## src/rtl/wdog_pkg.sv

```systemverilog
package wdog_pkg;
  localparam int DW = 32;
  localparam int KW = 16;
  localparam int AW = 5;

  localparam logic [AW-1:0] A_CTRL = 5'h00;
  localparam logic [AW-1:0] A_TOUT = 5'h04;
  localparam logic [AW-1:0] A_WIN  = 5'h08;
  localparam logic [AW-1:0] A_SVC  = 5'h0C;
  localparam logic [AW-1:0] A_CNT  = 5'h10;

  localparam logic [KW-1:0] K_SVC1 = 16'hA602;
  localparam logic [KW-1:0] K_SVC2 = 16'hB480;
  localparam logic [KW-1:0] K_UNL1 = 16'hC520;
  localparam logic [KW-1:0] K_UNL2 = 16'hD928;

  typedef struct packed {
    logic hlk;
    logic slk;
    logic sel;
    logic en;
  } ctrl_t;
endpackage

```

## src/rtl/wdog_keyseq.sv

```systemverilog
module wdog_keyseq #(
  parameter int KW = 16,
  parameter logic [KW-1:0] FIRST  = '0,
  parameter logic [KW-1:0] SECOND = '0,
  parameter logic [KW-1:0] OTHER1 = '0,
  parameter logic [KW-1:0] OTHER2 = '0
) (
  input  logic          clk,
  input  logic          rst_n,
  input  logic          key_wr,
  input  logic [KW-1:0] key,
  output logic          done
);
  logic armed_q, armed_d;

  always_comb begin
    armed_d = armed_q;
    done    = 1'b0;
    if (key_wr) begin
      if (key == FIRST) begin
        armed_d = 1'b1;
      end else if (key == SECOND) begin
        done    = armed_q;
        armed_d = 1'b0;
      end else if (key != OTHER1 && key != OTHER2) begin
        armed_d = 1'b0;
      end
    end
  end

  always_ff @(posedge clk or negedge rst_n) begin
    if (!rst_n) armed_q <= 1'b0;
    else        armed_q <= armed_d;
  end

  AST_DONE_DISARMS: assert property (@(posedge clk) disable iff (!rst_n)
    done |=> !armed_q);
endmodule

```

## src/rtl/wdog_counter.sv

```systemverilog
module wdog_counter #(
  parameter int DW = 32,
  parameter logic [DW-1:0] MIN_TO = 32'h100,
  parameter logic [DW-1:0] TO_RESET = 32'h800
) (
  input  logic          clk,
  input  logic          rst_n,
  input  logic          en,
  input  logic          tick,
  input  logic          load,
  input  logic [DW-1:0] period,
  output logic [DW-1:0] cnt,
  output logic          expired
);
  localparam logic [DW-1:0] RST_CNT = (TO_RESET < MIN_TO) ? MIN_TO : TO_RESET;

  logic [DW-1:0] cnt_d;
  logic          exp_d;
  logic [DW-1:0] eff;

  always_comb begin
    eff   = (period < MIN_TO) ? MIN_TO : period;
    cnt_d = cnt;
    if (load)                              cnt_d = eff;
    else if (en && tick && cnt != '0)      cnt_d = cnt - 1'b1;
    exp_d = expired | (en && cnt == '0);
  end

  always_ff @(posedge clk or negedge rst_n) begin
    if (!rst_n) begin
      cnt     <= RST_CNT;
      expired <= 1'b0;
    end else begin
      cnt     <= cnt_d;
      expired <= exp_d;
    end
  end

  AST_LOAD_CLAMPED: assert property (@(posedge clk) disable iff (!rst_n)
    load |=> cnt >= MIN_TO);
  AST_EXPIRE_STICKY: assert property (@(posedge clk) disable iff (!rst_n)
    expired |=> expired);
  AST_HOLD_DISABLED: assert property (@(posedge clk) disable iff (!rst_n)
    (!en && !load) |=> $stable(cnt));
endmodule

```

## src/rtl/wdog_top.sv

```systemverilog
module wdog_top
  import wdog_pkg::*;
#(
  parameter logic [DW-1:0] TO_RESET = 32'h0000_0800,
  parameter logic [DW-1:0] MIN_TO   = 32'h0000_0100
) (
  input  logic          clk,
  input  logic          rst_n,
  input  logic          tick_a,
  input  logic          tick_b,
  input  logic          wr_en,
  input  logic          rd_en,
  input  logic [AW-1:0] addr,
  input  logic [DW-1:0] wdata,
  output logic [DW-1:0] rdata,
  output logic          rst_req
);
  localparam int CW = $bits(ctrl_t);

  logic [1:0] rsync_q;
  logic       rst_s_n;

  always_ff @(posedge clk or negedge rst_n) begin
    if (!rst_n) rsync_q <= 2'b00;
    else        rsync_q <= {rsync_q[0], 1'b1};
  end
  assign rst_s_n = rsync_q[1];

  ctrl_t         ctrl_q, ctrl_d;
  logic [DW-1:0] to_q, to_d, win_q, win_d;
  logic          locked, key_wr, svc_done, unl_done, en_rise, tick_sel;
  logic [DW-1:0] cnt;

  assign locked = ctrl_q.slk | ctrl_q.hlk;
  assign key_wr = wr_en && (addr == A_SVC);

  wdog_keyseq #(.KW(KW), .FIRST(K_SVC1), .SECOND(K_SVC2),
                .OTHER1(K_UNL1), .OTHER2(K_UNL2)) u_svc (
    .clk(clk), .rst_n(rst_s_n), .key_wr(key_wr),
    .key(wdata[KW-1:0]), .done(svc_done));

  wdog_keyseq #(.KW(KW), .FIRST(K_UNL1), .SECOND(K_UNL2),
                .OTHER1(K_SVC1), .OTHER2(K_SVC2)) u_unl (
    .clk(clk), .rst_n(rst_s_n), .key_wr(key_wr),
    .key(wdata[KW-1:0]), .done(unl_done));

  always_comb begin
    ctrl_d  = ctrl_q;
    to_d    = to_q;
    win_d   = win_q;
    en_rise = 1'b0;
    if (wr_en && !locked) begin
      case (addr)
        A_CTRL: begin
          ctrl_d  = ctrl_t'(wdata[CW-1:0]);
          en_rise = wdata[0] && !ctrl_q.en;
        end
        A_TOUT:  to_d  = wdata;
        A_WIN:   win_d = wdata;
        default: ;
      endcase
    end
    if (unl_done) ctrl_d.slk = 1'b0;
    ctrl_d.hlk = ctrl_d.hlk | ctrl_q.hlk;
  end

  always_ff @(posedge clk or negedge rst_s_n) begin
    if (!rst_s_n) begin
      ctrl_q <= '{hlk: 1'b0, slk: 1'b0, sel: 1'b0, en: 1'b1};
      to_q   <= TO_RESET;
      win_q  <= '0;
    end else begin
      ctrl_q <= ctrl_d;
      to_q   <= to_d;
      win_q  <= win_d;
    end
  end

  assign tick_sel = ctrl_q.sel ? tick_b : tick_a;

  wdog_counter #(.DW(DW), .MIN_TO(MIN_TO), .TO_RESET(TO_RESET)) u_cnt (
    .clk(clk), .rst_n(rst_s_n), .en(ctrl_q.en), .tick(tick_sel),
    .load(en_rise | svc_done), .period(to_q), .cnt(cnt), .expired(rst_req));

  always_comb begin
    rdata = '0;
    if (rd_en) begin
      case (addr)
        A_CTRL:  rdata = DW'(ctrl_q);
        A_TOUT:  rdata = to_q;
        A_WIN:   rdata = win_q;
        A_CNT:   rdata = ctrl_q.en ? '0 : cnt;
        default: rdata = '0;
      endcase
    end
  end

  AST_HARD_LOCK_KEPT: assert property (@(posedge clk) disable iff (!rst_s_n)
    ctrl_q.hlk |=> ctrl_q.hlk);
  AST_LOCKED_TO_FROZEN: assert property (@(posedge clk) disable iff (!rst_s_n)
    locked |=> ($stable(to_q) && $stable(win_q)));
  AST_UNLOCK_CLEARS: assert property (@(posedge clk) disable iff (!rst_s_n)
    unl_done |=> !ctrl_q.slk);
endmodule

```

## config.mk

```make
export PLATFORM = sky130hd
export DESIGN_NAME = wdog_top
export DESIGN_NICKNAME = d
export VERILOG_FILES = /design/src/rtl/wdog_pkg.sv /design/src/rtl/wdog_keyseq.sv /design/src/rtl/wdog_counter.sv /design/src/rtl/wdog_top.sv
export SDC_FILE = /design/constraint.sdc
export NUM_CORES = 1
export LEC_CHECK = 0
export BUFFER_PORTS_ARGS = -buffer_cell sky130_fd_sc_hd__buf_2
export CAP_MARGIN = 10
export CORE_AREA = 4 4 112 114
export DETAILED_ROUTE_END_ITERATION = 7
export DIE_AREA = 0 0 116 118
export PLACE_DENSITY = 0.84
export SKIP_LAST_GASP = 1
export SYNTH_ARGS = -nofsm -noshare
export SYNTH_HDL_FRONTEND = slang
export SYNTH_HIERARCHICAL = 1
export SYNTH_SLANG_ARGS = --single-unit
```

## constraint.sdc

```tcl
create_clock -name clk -period 4.85 [get_ports clk]
set_input_delay 0.7275 -clock clk [delete_from_list [all_inputs] [get_ports clk]]
set_output_delay 0.7275 -clock clk [all_outputs]
set_load 0.02 [all_outputs]
```

==> results of run 1 <==
final cells by class:
cell class / count / area (um^2) / share of cell area, %
inverter: 5 / 18.8 / 0.272
timing repair buffer: 87 / 465 / 6.73
sequential: 105 / 2640 / 38.1
multi-input combinational: 427 / 3320 / 48.1
tap: 143 / 179 / 2.59
clock buffer: 11 / 233 / 3.37
clock inverter: 5 / 56.3 / 0.815
worst max path at each step:
stage / start / endpoint / slack [ns] / cells after the start
2_1_floorplan: addr[4] / u_cnt/cnt[3]$_DFFE_PN0P_ / 1.52 / 12
3_3_place_gp: addr[4] / u_cnt/cnt[9]$_DFFE_PN0P_ / 1.01 / 13
3_5_place_dp: addr[4] / u_cnt/cnt[9]$_DFFE_PN0P_ / 0.88 / 13
4_1_cts: addr[4] / u_cnt/cnt[2]$_DFFE_PN0P_ / 1.22 / 13
5_1_grt: addr[4] / u_cnt/cnt[9]$_DFFE_PN0P_ / 0.97 / 13
6_report: addr[4] / u_cnt/cnt[9]$_DFFE_PN0P_ / 1.11 / 13
per-stage QoR:
stage	hold WS [ns]	utilization (%)	worst slack, ns	total power (W)	cell area (um^2)
global route	0.139	60.5	0.970	0.00267	6910
finish	0.142	60.5	1.11	0.00257	6910
floorplan	0.331	-	1.52	0.00163	6240
global placement	0.337	58.0	1.01	0.00179	6620
CTS	0.138	60.5	1.22	0.00255	6910
detailed placement	0.348	58.0	0.883	0.00182	6620
state kept, by name (all words and copies together), names as in the netlist:
name,cells
ctrl_q,4
u_unl/armed_q,1
rsync_q,2
to_q,32
u_cnt/cnt,32
win_q,32
u_cnt/expired,1
u_svc/armed_q,1
synth_stat cells (3+ instances only):
cell type  instances
nor3_1             5
and3b_1            3
o31ai_1            4
nor4b_1            4
nor2b_1            4
o2111ai_1          3
mux2_2            11
a21oi_1            7
buf_2             11
a31oi_1           38
buf_6              8
xnor2_1           11
o311ai_0           7
inv_1              5
o21ai_0           17
dfstp_2            3
mux2_4            60
or3_1             10
nor4_1            16
o21ai_1            3
or2_2              6
xor2_1             4
clkbuf_1          16
a32oi_1            4
or4_1             10
dfrtp_1          102
nand3_1           92
nand2_1           30
nor2_1            17
and4_1             3
o211ai_1           5
buf_4             10
per-layer routing:
layer,GRT usage (%),routed length (um),vias to the layer above
met5,0,0,-
met4,11.6,578,0
met3,3.39,1280,59
met2,40.4,8490,331
met1,34.8,7140,2725
li1,-,-,2333
power breakdown:
group	switching (W)	internal (W)	total (W)
logic	0.000296	0.000292	0.000588
clock network	0.000327	0.000400	0.000727
registers	0.000208	0.00105	0.00126
cells by family (layout without fill, tap and decap cells):
| family | count (synthesis) | count (layout) | share of synthesized area (%) |
|---|---|---|---|
| muxes | 73 | 73 | 16.7 |
| AOI/OAI and AO/OA | 108 | 108 | 12.2 |
| xor gates and xnor gates | 15 | 15 | 2.11 |
| and+or+nand+nor | 229 | 229 | 21.7 |
| DFF | 105 | 105 | 42.2 |
| adders and majority gates | 1 | 1 | 0.200 |
| other | 1 | 1 | 0.0601 |
| buffers and inverters | 50 | 108 | 4.79 |
critical path: cells and delay by family:
family	cells	cell delay, ns
buffers and inverters	4	1.17
and+or+nand+nor	5	1.47
AOI/OAI and AO/OA	4	0.62
==> impl_metrics.json, run 1 <==
{
  "cp.arrival_ns": 4.02,
  "htreeDepth": 3,
  "rr_worst_depth": 7,
  "syn_inst": 582,
  "setup_viol": 0,
  "port_buffers": 75,
  "antennaDiodeCount": 0,
  "cts_hold_buf": 0,
  "cts_setup_buffers": 0,
  "period_needed_ns": 3.74,
  "grt_pass1_wl_um": 28000,
  "grt.overflow.total": 0,
  "timing.critical_path.slowest_stage_cell": "or4b_1",
  "wirelength_um": 17500,
  "hold_path_class": "in -> async",
  "relSlewSlack_pct": 41.3,
  "gp_congestion": 0.889,
  "fin_tns_setup_ns": 0,
  "ant_nets": 0,
  "cp_cell_sequence": "buf_2 -> nor3_4 -> and4_1 -> or4b_1 -> nor4_2 -> and4_1 -> o21bai_2 -> buf_4 -> inv_1 -> a31oi_1 -> buf_4 -> a22oi_1 -> o21ai_1",
  "drv_cap": 0,
  "clk_latency_ns": 0.35,
  "cts_tree": "done",
  "place_inst": 767,
  "finalMaxSlewViolations": 0,
  "cp-start-kind": "input pin",
  "fmax_mhz": 267,
  "cts.path.max_buffers": 2,
  "synth-seq-cells": 105,
  "ys_types": 71,
  "viasPerCell": 6.96,
  "area_growth_pct": 10.8,
  "reg2reg_from": "u_cnt/cnt[0]$_DFFE_PN0P_",
  "netlist_area_um2": 6240,
  "final_common_cell": "dfrtp_1",
  "final_nets": 679,
  "grt_start_max_net_pins": 66,
  "antenna_found_initial": 0,
  "timing.final.hold_violations": 0,
  "clk_transition_reported_paths_ns": 0.07,
  "die-area_um2": 13700,
  "cts_num_sinks": 105,
  "regToRegSetupSlack_ns": 1.55,
  "ir_drop_uv": 250,
  "vias": 5448,
  "rows": 39,
  "drcViolationCount": 0,
  "p_leak_nw": 3.03,
  "synth_ff_type": "dfrtp_1",
  "crit_type": "in -> reg",
  "dr.pass1.iters": 7,
  "rsz0062_at_grt": "no",
  "cts_buffers": 9,
  "crit_fanout": 39,
  "drive_gt1_share_pct": 31.4,
  "synth.area.top_cells": "dfrtp_1 (41%), mux2_4 (14%), nand3_1 (7.4%), a31oi_1 (3.8%), mux2_2 (2.0%)",
  "post-dp-hpwl_um": 11500,
  "synth_enable_flop_cells": 0,
  "start_util_pct": 54.6,
  "syn_area_per_cell_um2": 10.7,
  "yosysTopAreaCell": "dfrtp_1",
  "tightest_slew_ns": 0.874,
  "rr_endpoint": "u_cnt/cnt[19]$_DFFE_PN0P_",
  "end_kind": "flop",
  "drt_iter0_drc": 579,
  "cp.required_ns": 5.12,
  "p_per_area_nw_per_um2": 372,
  "finalCritPeriodShare_pct": 77.2,
  "coreArea_um2": 11400,
  "wl_per_cell_um": 22.3,
  "synth-async-reset-ratio_pct": 100,
  "grt_pass1_vias": 5392,
  "die_w_um": 116,
  "ys_seq_area_share_pct": 42.2,
  "synth_top_cell_area_share_pct": 40.9,
  "skew_ns": 0.00663,
  "cts_resized": 0,
  "cts_root_buf": "clkbuf_16",
  "cpPeakStageDelay_ns": 0.46,
  "track_usage_pct": 25.6,
  "die_y_um": 118,
  "final_cell_mix": "dfrtp_1 (101), nand3_1 (92), buf_2 (75)",
  "status": "complete, no violations",
  "fin_cells": 783,
  "n_fill_cell": 910,
  "ios": 76,
  "syn_nets": 626,
  "yosysWarnings": 6
}
Power figures use the tool's default switching activity.
==> run 2, diff against run 1 <==
- ABC_AREA: unset -> 1
- CORE_AREA: 4 4 112 114 -> 4 4 122 124
- DIE_AREA: 0 0 116 118 -> 0 0 126 128
- PLACE_DENSITY: 0.84 -> 0.83
- clock period: 4.85 -> 3.9 ns (I/O delays scaled with it)
==> impl_metrics.json, run 2 <==
{
  "finalMaxSlewViolations": 0,
  "yosysTopAreaCell": "dfrtp_1",
  "yosysMostFrequentCell": "nand2_1",
  "ant_nets": 0,
  "syn_nets": 1186,
  "synth_ff_type": "dfrtp_1",
  "viasPerCell": 5.62,
  "synth-async-reset-ratio_pct": 100,
  "final_cell_mix": "nand2_1 (363), nor2_1 (140), inv_1 (118)",
  "p_leak_nw": 4.47,
  "wirelength_um": 21800,
  "grt_pass1_wl_um": 35700,
  "clk_latency_ns": 0.37,
  "synth-seq-cells": 105,
  "cts_resized": 0,
  "cts_num_sinks": 105,
  "timing.final.hold_violations": 0,
  "coreArea_um2": 13800,
  "synth.area.top_cells": "dfrtp_1 (34%), nand2_1 (18%), nor2_1 (7.0%), nand4_1 (6.8%), nand3_1 (6.2%)",
  "cts_root_buf": "clkbuf_16",
  "crit_fanout": 74,
  "cp.arrival_ns": 2.43,
  "end_kind": "output pin",
  "power_frac_comb_pct": 31.4,
  "n_fill_cell": 1326,
  "antennaDiodeCount": 0,
  "ys_seq_area_share_pct": 35.2,
  "internal_power_w": 0.00202,
  "top_regs": "to_q: 32 flops, u_cnt/cnt: 32 flops, win_q: 32 flops",
  "pwr-share-seq_pct": 40.5,
  "port_buffers": 75,
  "die_w_um": 126,
  "final_nets": 1223,
  "area_growth_pct": 9.24,
  "synth_top_cell_area_share_pct": 34.2,
  "drt_iter0_drc": 925,
  "grt_pass1_vias": 7009,
  "netlist_area_um2": 7460,
  "ios": 76,
  "post-dp-hpwl_um": 15200,
  "utilization_pct": 59.2,
  "switching_share_pct": 41.0,
  "skew_ns": 0.0102,
  "wl_per_cell_um": 16.0,
  "clk_transition_reported_paths_ns": 0.08,
  "ys_top_cells_by_count": "nand2_1 (363), nor2_1 (140), inv_1 (118)",
  "die-area_um2": 16100,
  "cp.required_ns": 3.31,
  "syn_area_per_cell_um2": 6.54,
  "finalWorstSetupSlack_ns": 0.883,
  "cts_buffers": 9,
  "drive_gt1_share_pct": 15.3,
  "gp_congestion": 0.991,
  "tightest_slew_ns": 1.06,
  "finalCritPeriodShare_pct": 77.4,
  "hold_slack_ns": 0.363,
  "track_usage_pct": 27.1,
  "cts.path.max_buffers": 2,
  "drcViolationCount": 0,
  "period_needed_ns": 3.02,
  "fin_tns_setup_ns": 0,
  "clkPwrFrac_pct": 28.1,
  "crit_type": "in -> out",
  "vias": 7670,
  "start_util_pct": 54.2,
  "rsz0062_at_grt": "no",
  "dr.pass1.iters": 6,
  "cts_setup_buffers": 0,
  "htreeDepth": 3,
  "cp-start-kind": "input pin",
  "p_switching_w": 0.00140,
  "finalPower_w": 0.00342,
  "relSlewSlack_pct": 29.2,
  "drv_cap": 0,
  "setup_viol": 0,
  "grt_start_max_net_pins": 79,
  "cts_tree": "done",
  "p_per_area_nw_per_um2": 419,
  "synth_enable_flop_cells": 0,
  "grt.overflow.total": 0,
  "ys_types": 39,
  "hold_path_class": "reg -> reg",
  "final_common_cell": "nand2_1",
  "ir_drop_uv": 338,
  "fmax_mhz": 331,
  "preCtsSetupSlack_ns": 0.837,
  "rows": 43,
  "yosysWarnings": 6,
  "status": "complete, no violations",
  "syn_inst": 1142,
  "die_y_um": 128,
  "antenna_found_initial": 0
}
## run 2: power by group through the flow
| stage | clock (W) | combinational [W] | sequential (W) |
|---|---|---|---|
| floorplan | 0 | 0.000851 | 0.00135 |
| global placement | 0 | 0.00102 | 0.00140 |
| detailed placement | 0 | 0.00105 | 0.00140 |
| CTS | 0.000973 | 0.00106 | 0.00138 |
| global route | 0.00101 | 0.00122 | 0.00141 |
| finish | 0.000962 | 0.00107 | 0.00139 |
## run 2: repair_timing
item,in CTS,in global routing
hold endpoints to repair,2,0
hold buffers,1,0
endpoints found under the setup margin,0,0
## run 2: final timing paths
check / from / depth (start not counted) / slack, ns / end
max reg2reg: ctrl_q[2]$_DFFE_PN0P_ / 9 / 1.24 / u_cnt/cnt[14]$_DFFE_PN0P_
max in group asynchronous: rsync_q[1]$_DFF_PN0_ / 1 / 2.53 / ctrl_q[1]$_DFFE_PN0P_
min in group asynchronous: rst_n / 2 / 0.52 / rsync_q[1]$_DFF_PN0_
min reg2reg: rsync_q[0]$_DFF_PN0_ / 0 / 0.36 / rsync_q[1]$_DFF_PN0_
max: addr[1] / 8 / 0.88 / rdata[25]
min: rsync_q[0]$_DFF_PN0_ / 0 / 0.36 / rsync_q[1]$_DFF_PN0_
## run 2: critical path, cell delays in order
cell and delay, ns:
buf_2 0.11, nor2_4 0.17, buf_4 0.65, nand3_2 0.37
nand3_1 0.19, nand2_1 0.06, nor2_1 0.11, buf_2 0.17
## run 2: layer usage
layer	global-route usage [%]	routed length [um]	up-vias
met1	39.7	9740	3514
met2	40.7	9600	379
li1	-	-	3737
met4	9.84	521	0
met5	0	0	-
met3	4.25	1910	40
## run 2: cell families (layout without fill, tap and decap cells)
| family | Yosys count | after routing | share of synthesized area (%) |
|---|---|---|---|
| other | 1 | 1 | 0.0502 |
| muxes | 1 | 1 | 0.151 |
| xor gates and xnor gates | 4 | 4 | 0.469 |
| and+or+nand+nor | 733 | 733 | 44.8 |
| DFF | 105 | 105 | 35.2 |
| adders and majority gates | 1 | 1 | 0.168 |
| AOI/OAI and AO/OA | 110 | 110 | 8.31 |
| buffers and inverters | 187 | 229 | 10.8 |
## run 2: final cells by class
cell class | count | area (um^2) | share of cell area [%]
repair buffers | 89 | 483 | 5.92
well taps | 180 | 225 | 2.76
flip-flops and latches | 105 | 2640 | 32.3
clock inverters | 7 | 83.8 | 1.03
multi-input cells | 850 | 4040 | 49.5
clock buffers | 9 | 225 | 2.76
inverters | 124 | 465 | 5.71
## run 2: stage by stage
stage / instances / area [um^2]
global route: 1364 / 8150
floorplan: 1142 / 7460
CTS: 1364 / 8150
detailed placement: 1347 / 7840
global placement: 1347 / 7840
finish: 1364 / 8150
